File: config.mk
export PLATFORM = sky130hd
export DESIGN_NAME = hsbus_join_seq
export DESIGN_NICKNAME = d
export VERILOG_FILES = /design/src/rtl/hsbus_join_pkg.sv /design/src/rtl/hsbus_line_sync.sv /design/src/rtl/hsbus_cycle_timer.sv /design/src/rtl/hsbus_stop_watch.sv /design/src/rtl/hsbus_join_seq.sv
export SDC_FILE = /design/constraint.sdc
export NUM_CORES = 1
export LEC_CHECK = 0
export CAP_MARGIN = 25
export CORE_ASPECT_RATIO = 1.1
export CORE_MARGIN = 1.5
export CORE_UTILIZATION = 30
export CTS_CLUSTER_SIZE = 12
export DETAILED_ROUTE_END_ITERATION = 8
export DONT_BUFFER_PORTS = 1
export PLACE_DENSITY = 0.42
export SLEW_MARGIN = 40
export SYNTH_ARGS = -nofsm -noshare
export SYNTH_HDL_FRONTEND = slang
export SYNTH_SLANG_ARGS = --single-unit
File: constraint.sdc
create_clock -name clk -period 1.75 [get_ports clk]
set_input_delay 0 -clock clk [delete_from_list [all_inputs] [get_ports clk]]
set_output_delay 0 -clock clk [all_outputs]
set_load 0.1 [all_outputs]
File: src/rtl/hsbus_join_pkg.sv
// Shared definitions for the hot-swap join sequencer.
// Assumes line vectors are ordered with the indices below.
package hsbus_join_pkg;

    localparam int HJ_LINES  = 4;
    localparam int HJ_BP_SCL = 0;
    localparam int HJ_BP_SDA = 1;
    localparam int HJ_CD_SCL = 2;
    localparam int HJ_CD_SDA = 3;

    typedef enum logic [1:0] {
        HJ_OFF   = 2'd0,
        HJ_INIT  = 2'd1,
        HJ_ARMED = 2'd2,
        HJ_ON    = 2'd3
    } hj_state_t;

endpackage

File: src/rtl/hsbus_line_sync.sv
// Multi-stage synchronizer for a vector of slow line levels.
// Assumes lines idle high, so every stage resets to 1 to avoid a false
// edge after reset.
module hsbus_line_sync #(
    parameter int WIDTH  = 4,
    parameter int STAGES = 2
) (
    input  logic             clk,
    input  logic             rst_n,
    input  logic [WIDTH-1:0] in_i,
    output logic [WIDTH-1:0] out_o
);

    logic [WIDTH-1:0] stg_q [STAGES];

    genvar s;
    generate
        for (s = 0; s < STAGES; s++) begin : g_stage
            // Shift the line levels one stage further
            always_ff @(posedge clk) begin
                if (!rst_n) stg_q[s] <= '1;
                else if (s == 0) stg_q[s] <= in_i;
                else stg_q[s] <= stg_q[(s == 0) ? 0 : s-1];
            end
        end
    endgenerate

    assign out_o = stg_q[STAGES-1];

    generate
        if (STAGES == 2) begin : g_chk
            logic [1:0] warm_q;
            // Count edges since reset so the delay check only looks back over valid cycles
            always_ff @(posedge clk) begin
                if (!rst_n) warm_q <= 2'd0;
                else if (warm_q != 2'd2) warm_q <= warm_q + 2'd1;
            end

            sync_delay_chk: assert property (@(posedge clk) disable iff (!rst_n)
                (warm_q == 2'd2) |-> (out_o == $past(in_i, 2)));
        end
    endgenerate

endmodule

File: src/rtl/hsbus_cycle_timer.sv
// Counts enabled cycles and flags the cycle that completes LIMIT of them.
// Assumes clr_i has priority; the count wraps to zero on completion.
module hsbus_cycle_timer #(
    parameter int LIMIT = 64
) (
    input  logic clk,
    input  logic rst_n,
    input  logic clr_i,
    input  logic run_i,
    output logic done_o
);

    localparam int CW = (LIMIT < 2) ? 1 : $clog2(LIMIT);
    localparam logic [CW-1:0] LAST = CW'(LIMIT - 1);

    logic [CW-1:0] cnt_q;

    assign done_o = run_i && !clr_i && (cnt_q == LAST);

    // Advance the count while running, restart it on clear or completion
    always_ff @(posedge clk) begin
        if (!rst_n)      cnt_q <= '0;
        else if (clr_i)  cnt_q <= '0;
        else if (done_o) cnt_q <= '0;
        else if (run_i)  cnt_q <= cnt_q + 1'b1;
    end


    clear_zero_chk: assert property (@(posedge clk) disable iff (!rst_n)
        clr_i |=> (cnt_q == '0));

    count_range_chk: assert property (@(posedge clk) disable iff (!rst_n)
        cnt_q <= LAST);

endmodule

File: src/rtl/hsbus_stop_watch.sv
// Flags a STOP condition: data rising while clock is high.
// Assumes synchronized inputs; the history flop resets high so no
// STOP is reported on the first cycle after reset.
module hsbus_stop_watch (
    input  logic clk,
    input  logic rst_n,
    input  logic scl_i,
    input  logic sda_i,
    output logic stop_o
);

    logic sda_q;

    // Remember the previous data level
    always_ff @(posedge clk) begin
        if (!rst_n) sda_q <= 1'b1;
        else        sda_q <= sda_i;
    end

    assign stop_o = scl_i && sda_i && !sda_q;


    stop_after_low_chk: assert property (@(posedge clk) disable iff (!rst_n)
        stop_o |-> !$past(sda_i));

endmodule

File: src/rtl/hsbus_join_seq.sv
// Hot-swap join sequencer: isolates, settles, arms, then joins a card bus
// to a backplane bus on an idle timeout or a STOP with all lines high.
// Assumes en_i is synchronous to clk; line inputs may be asynchronous.
module hsbus_join_seq
    import hsbus_join_pkg::*;
#(
    parameter int INIT_CYCLES = 64,
    parameter int IDLE_CYCLES = 512,
    parameter int SYNC_STAGES = 2
) (
    input  logic clk,
    input  logic rst_n,
    input  logic en_i,
    input  logic bp_scl_i,
    input  logic bp_sda_i,
    input  logic cd_scl_i,
    input  logic cd_sda_i,
    output logic join_o,
    output logic precharge_o,
    output logic accel_en_o,
    output logic ready_o
);

    logic [HJ_LINES-1:0] raw_l;
    logic [HJ_LINES-1:0] ln_s;
    logic                all_high;
    logic                stop_p;
    logic                init_run, init_done;
    logic                idle_run, idle_done;
    hj_state_t           state_q, state_d;

    assign raw_l[HJ_BP_SCL] = bp_scl_i;
    assign raw_l[HJ_BP_SDA] = bp_sda_i;
    assign raw_l[HJ_CD_SCL] = cd_scl_i;
    assign raw_l[HJ_CD_SDA] = cd_sda_i;

    hsbus_line_sync #(.WIDTH(HJ_LINES), .STAGES(SYNC_STAGES)) u_sync (
        .clk   (clk),
        .rst_n (rst_n),
        .in_i  (raw_l),
        .out_o (ln_s)
    );

    assign all_high = &ln_s;

    hsbus_stop_watch u_stop (
        .clk    (clk),
        .rst_n  (rst_n),
        .scl_i  (ln_s[HJ_BP_SCL]),
        .sda_i  (ln_s[HJ_BP_SDA]),
        .stop_o (stop_p)
    );

    assign init_run = (state_q == HJ_INIT);
    assign idle_run = (state_q == HJ_ARMED) && all_high;

    hsbus_cycle_timer #(.LIMIT(INIT_CYCLES)) u_init_tmr (
        .clk    (clk),
        .rst_n  (rst_n),
        .clr_i  (!init_run),
        .run_i  (init_run),
        .done_o (init_done)
    );

    hsbus_cycle_timer #(.LIMIT(IDLE_CYCLES)) u_idle_tmr (
        .clk    (clk),
        .rst_n  (rst_n),
        .clr_i  (!idle_run),
        .run_i  (idle_run),
        .done_o (idle_done)
    );

    // Choose the next phase; a low enable wins over everything
    always_comb begin
        state_d = state_q;
        if (!en_i) begin
            state_d = HJ_OFF;
        end else begin
            unique case (state_q)
                HJ_OFF:   state_d = HJ_INIT;
                HJ_INIT:  if (init_done) state_d = HJ_ARMED;
                HJ_ARMED: if (idle_done || (stop_p && all_high)) state_d = HJ_ON;
                HJ_ON:    state_d = HJ_ON;
                default:  state_d = HJ_OFF;
            endcase
        end
    end

    // Hold the phase register
    always_ff @(posedge clk) begin
        if (!rst_n) state_q <= HJ_OFF;
        else        state_q <= state_d;
    end

    // Register each control output from the next phase so every pin is a flop
    always_ff @(posedge clk) begin
        if (!rst_n) begin
            join_o      <= 1'b0;
            ready_o     <= 1'b0;
            accel_en_o  <= 1'b0;
            precharge_o <= 1'b0;
        end else begin
            join_o      <= (state_d == HJ_ON);
            ready_o     <= (state_d == HJ_ON);
            accel_en_o  <= (state_d == HJ_ON);
            precharge_o <= (state_d == HJ_INIT) || (state_d == HJ_ARMED);
        end
    end


    drop_isolates_chk: assert property (@(posedge clk) disable iff (!rst_n)
        !en_i |=> (!join_o && !ready_o && !accel_en_o && !precharge_o));

    join_flags_chk: assert property (@(posedge clk) disable iff (!rst_n)
        join_o |-> (ready_o && accel_en_o && !precharge_o));

    enable_precharge_chk: assert property (@(posedge clk) disable iff (!rst_n)
        (state_q == HJ_OFF && en_i) |=> (precharge_o && !join_o));

    join_needs_idle_chk: assert property (@(posedge clk) disable iff (!rst_n)
        $rose(join_o) |-> $past(all_high));

    hold_connected_chk: assert property (@(posedge clk) disable iff (!rst_n)
        (join_o && en_i) |=> join_o);

    armed_before_join_chk: assert property (@(posedge clk) disable iff (!rst_n)
        $rose(join_o) |-> ($past(state_q) == HJ_ARMED));

endmodule

# Yosys cells after proc, flatten, opt, wreduce, memory -nomap -nowiden
# Memory sizes are Yosys's and may differ from the RTL's.
# Index checks and enable logic that the tools add are counted.
# W data, S select, Z words.
# word_totals
register_bits	20
ramBits	8
inputBits	7
out_inout_bits	4
wordCells	43
n_memories	1
# memory_table
name	words	width	read_ports	rd_clocked_by_memory_dff	write_ports	line_no	text
u_sync.stg_q	2	4	2	0	2	hsbus_line_sync.sv:14	logic [WIDTH-1:0] stg_q [STAGES];
# op_classes
addsub	2
n_eq_ne	8
muxes	8
n_bitwise	5
n_reduce_logical	13
# op_table
operator	n
$add A9 B1 Y9 const B	1
$eq A9 B9 Y1 const B	1
$eq A2 B2 Y1 const B	4
$mux W4	2
$pmux W2 S4	1
$add A6 B1 Y6 const B	1
$eq A6 B6 Y1 const B	1
$logic_and A1 B1 Y1	6
$mux W2	3
$reduce_or A3 Y1	2
$eq A2 B1 Y1 const B	2
$reduce_and A4 Y1	1
$not A1 Y1	3
$logic_not A2 Y1	1
$logic_or A1 B1 Y1	2
$mux W1	2
$or A1 B1 Y1	2
$logic_not A1 Y1	1

# Longest topological paths before layout
# depth
depth_word	9
ltp_mapped	9
mapped_depth_nobuf	9

# By module
# A second synthesis with hierarchy kept.
# hier_totals
cells_unflattened	116
hier_area_um2	1137.3
# modules_own_cells
mod	instances	cells_each	area_each_um2	seq_area_each_um2
hsbus_cycle_timer at u_idle_tmr	1	46	405.4	180.2
hsbus_cycle_timer at u_init_tmr	1	28	265.3	120.1
hsbus_join_seq	1	23	221.5	80.1
hsbus_line_sync	1	16	210.2	160.2
hsbus_stop_watch	1	3	35.0	20.0

# Worst setup path before layout
# No wires, ideal clock.
# synth_timing
kind	register -> register
from	register u_idle_tmr.cnt_q[0]
to	register precharge_o
setup_ns	0.115
t_arrival_ns	1.707
t_required_ns	1.635
slack_ns	-0.072
stages_incl_launch_ff	10
path_buffers	0
period_less_slack_ns	1.822
cell_sequence	dfxtp_1 -> ha_1 -> nand2_1 -> nor3_1 -> ha_1 -> nand2b_1 -> a21oi_1 -> nor3b_1 -> ha_1 -> and2_1
# synth_between
elab_chain_len	8
elab_cells_between_ends	9
classes_between	eq/ne: 3; mux: 3; reduce/logical: 3
# synth_rtl
element	line_no	text
start, declared	hsbus_cycle_timer.sv:16	logic [CW-1:0] cnt_q;
start signal, assigned	hsbus_cycle_timer.sv:25	else if (run_i) cnt_q <= cnt_q + 1'b1;
$eq A9 B9 Y1 (*)	hsbus_cycle_timer.sv:18	assign done_o = run_i && !clr_i && (cnt_q == LAST);
$logic_and A1 B1 Y1 (*)	hsbus_cycle_timer.sv:18	
$logic_or A1 B1 Y1 (*)	hsbus_join_seq.sv:82	HJ_ARMED: if (idle_done || (stop_p && all_high)) state_d = HJ_ON;
$mux W2 (*)	hsbus_join_seq.sv:82	
$pmux W2 S4 (*)	hsbus_join_seq.sv:79	unique case (state_q)
$mux W2 (*)	hsbus_join_seq.sv:76	if (!en_i) begin
net state_d[0]	hsbus_join_seq.sv:30	hj_state_t state_q, state_d;
$eq A2 B1 Y1 / $eq A2 B2 Y1 (equally long branches)	hsbus_join_seq.sv:106	precharge_o <= (state_d == HJ_INIT) || (state_d == HJ_ARMED);
$logic_or A1 B1 Y1 (*)	hsbus_join_seq.sv:106	
end signal, assigned	hsbus_join_seq.sv:106	
end, declared	hsbus_join_seq.sv:19	output logic precharge_o,
# The timed path passes the listed nets; every way through them passes the cells marked *.
# A chain may end at the register's enable or synchronous reset.

# Final worst setup path
# Same ends and word-level chain as after synthesis.

==> impl_metrics.json <==
{
  "layout.nets": 139,
  "synth-seq-cells": 28,
  "drt_wl_total_um": 1820,
  "fp.coreArea_mm2": 0.00333,
  "synth_area_leaders": "dfxtp_1 54%, nand2b_1 6.6%, ha_1 4.8%",
  "portBuffers": 0,
  "syn_area_mm2": 0.00104,
  "ys_warn_count": 0,
  "grt_pass1_vias": 810,
  "path_clk_slew_ns": 0.15,
  "syn-instance-count": 105,
  "clock_sinks": 28,
  "final_cells": 175,
  "period_share_pct": 98.9,
  "synth_nets": 116,
  "antenna_found_initial": 0,
  "yosysUniqueCellTypes": 28,
  "peakVddDrop_mv": 0.374,
  "worst-path-buf-inv": 0,
  "hold_path.class": "input pin to register",
  "synth_top_area_share_pct": 53.8,
  "critical_path.top_delay_family": "simple AND/OR/NAND/NOR gates",
  "final-setup-viol-count": 0,
  "crit_chain": "ha_4, nand2_4, nor3_2, ha_2, nand2b_4, a21oi_4, nor3b_2, ha_1, and2_1",
  "grt_pass1_wl_um": 3310,
  "grt_overflow_total": 0,
  "critPathMaxStageDelay_ns": 0.38,
  "dr.pass1.iters": 4,
  "power_uw": 1130,
  "io_pins": 11,
  "drc": 0,
  "placed_area_mm2": 0.00122,
  "slew_headroom_pct": 70.5,
  "die-width_um": 59.2,
  "fin_worst_skew_ns": 0.00251,
  "clkLatencyLatePin_ns": 0.32,
  "cp_data_arrival_time_ns": 1.97,
  "nFillCells": 342,
  "tritoncts": "done",
  "gp_congestion": 0.714,
  "grtUsageTotal_pct": 11.2,
  "hold_slack_ns": 0.0324,
  "vias": 780,
  "dieArea_mm2": 0.00384,
  "first_iter_violations": 7,
  "dp_cells": 163,
  "grt_max_degree": 17,
  "ys_seq_area_share_pct": 53.8,
  "dieHeight_um": 64.8,
  "finalInstanceArea_mm2": 0.00139,
  "rsz0062_at_grt": "true",
  "fin_crit_ns": 1.73,
  "finalMaxSlewViolations": 0,
  "synth_edf_count": 0,
  "synth_top_area_cell": "dfxtp_1",
  "outcome": "finished clean",
  "vias_per_cell": 4.46,
  "hpwlAfterDp_um": 1250,
  "drv_cap": 0,
  "crit_path_top_delay_cell": "dfxtp_2",
  "ys.flop_type": "dfxtp_1",
  "cellLeakagePower_uw": 0.000530,
  "antenna_left": 0,
  "wl_per_cell_um": 10.4,
  "required_ns": 1.99,
  "hold_viol": 0,
  "setup_ws_ns": 0.0187,
  "powerDensity_mw_per_mm2": 809,
  "worst_pin_slew_ns": 0.440,
  "path_max_fanout": 3,
  "netlist_top_cells_count": "28 x dfxtp_1, 11 x nand2b_1, 10 x nor2_1",
  "cts_buffers": 3,
  "ys_async_sr_fraction_pct": 0,
  "drive_above_1_share_pct": 26.0,
  "rows": 22,
  "critPathLaunchType": "register",
  "endpoint_kind": "register",
  "max_freq_mhz": 578,
  "root_buffer": "clkbuf_4",
  "h-tree-depth": 1,
  "cts.path.max_buffers": 2,
  "synth_most_common_cell": "dfxtp_1",
  "initial_utilization_pct": 31.3,
  "area_growth_pct": 33.5,
  "path_class": "register to register",
  "avgSynthCellArea_um2": 9.93,
  "pre_cts_slack_ns": -0.0175,
  "diodes": 0
}
## per-layer routing
metal / GRT usage, % / wire length [um] / up-vias
met5: 0 / 0 / -
met4: 5.97 / 22 / 0
met3: 1.80 / 48 / 2
met2: 19.0 / 929 / 9
met1: 13.1 / 820 / 370
li1: - / - / 399
## layout by cell type (no fill, tap or decap), types with 2 or more instances in the layout
cell type / count
and2_1: 2
buf_4: 14
nand3_1: 5
nor2_1: 10
xor2_1: 4
or3_1: 3
dlygate4sd3_1: 6
dfxtp_2: 4
nand2_1: 5
and3_1: 3
dfxtp_1: 24
o21ai_0: 4
clkbuf_4: 3
ha_1: 2
a21oi_1: 5
nand2b_1: 10
xnor2_1: 2
## logic make-up (layout without fill, tap and decap cells)
group           after synthesis  in the layout  share of synthesized area [%]
fa+ha+maj                     4              4                           4.80
xor+xnor                      6              6                           5.04
buf+inv                       4             26                           2.16
simple gates                 51             51                           27.9
flops                        28             28                           53.8
compound gates               12             12                           6.36
## final timing paths
kind / from / cells after the start / endpoint / slack (ns)
worst max-delay path: u_idle_tmr.cnt_q[0] / 9 / precharge_o / 0.02
worst min-delay path: en_i / 3 / precharge_o / 0.03
worst max register to register: u_idle_tmr.cnt_q[0] / 9 / precharge_o / 0.02
worst min register to register: u_sync.stg_q[0][2] / 1 / u_sync.stg_q[1][2] / 0.43
## registers in the layout, indices dropped and copies added, names as in the netlist
name and cells:
ready_o 1, u_sync.stg_q 8, u_init_tmr.cnt_q 6, u_idle_tmr.cnt_q 9, state_q 2, precharge_o 1, u_stop.sda_q 1
## report_power, final
part | switching, uW | internal (uW) | leakage, uW
Combinational | 26.2 | 23.6 | 0.000272
Sequential | 4.36 | 650 | 0.000230
Clock | 190 | 232 | 0.0000279
## cell type report
type	count	area (um^2)	share of cell area (%)
clock buffers	3	22.5	1.62
clock inverters	1	30.0	2.16
inverters	1	3.75	0.270
multi-input cells	73	517	37.1
flip-flops and latches	28	566	40.6
well taps	48	60.1	4.32
repair buffers	21	193	13.8
## tightest hold or removal path, delay by kind of cell
kind,cells,cell delay (ns)
simple gates,2,0.22
fa+ha+maj,1,0.12
## what timing repair did
action                                  in CTS  in global routing
endpoints found under the hold margin       16                  0
pin swaps                                    4                  6
endpoints found under the setup margin       1                  2
setup buffers                                1                  1
gates resized for setup                      2                  6
hold buffers                                 6                  0
gates cloned                                 0                  0
## per-stage QoR
step | TNS [ns] | utilization, %
after floorplan | 0 | -
after global placement | -0.0138 | 36.8
after detailed placement | -0.0175 | 36.8
after CTS | 0 | 40.5
after global routing | -0.132 | 41.8
final | 0 | 41.8
Power figures use the tool's default switching activity.
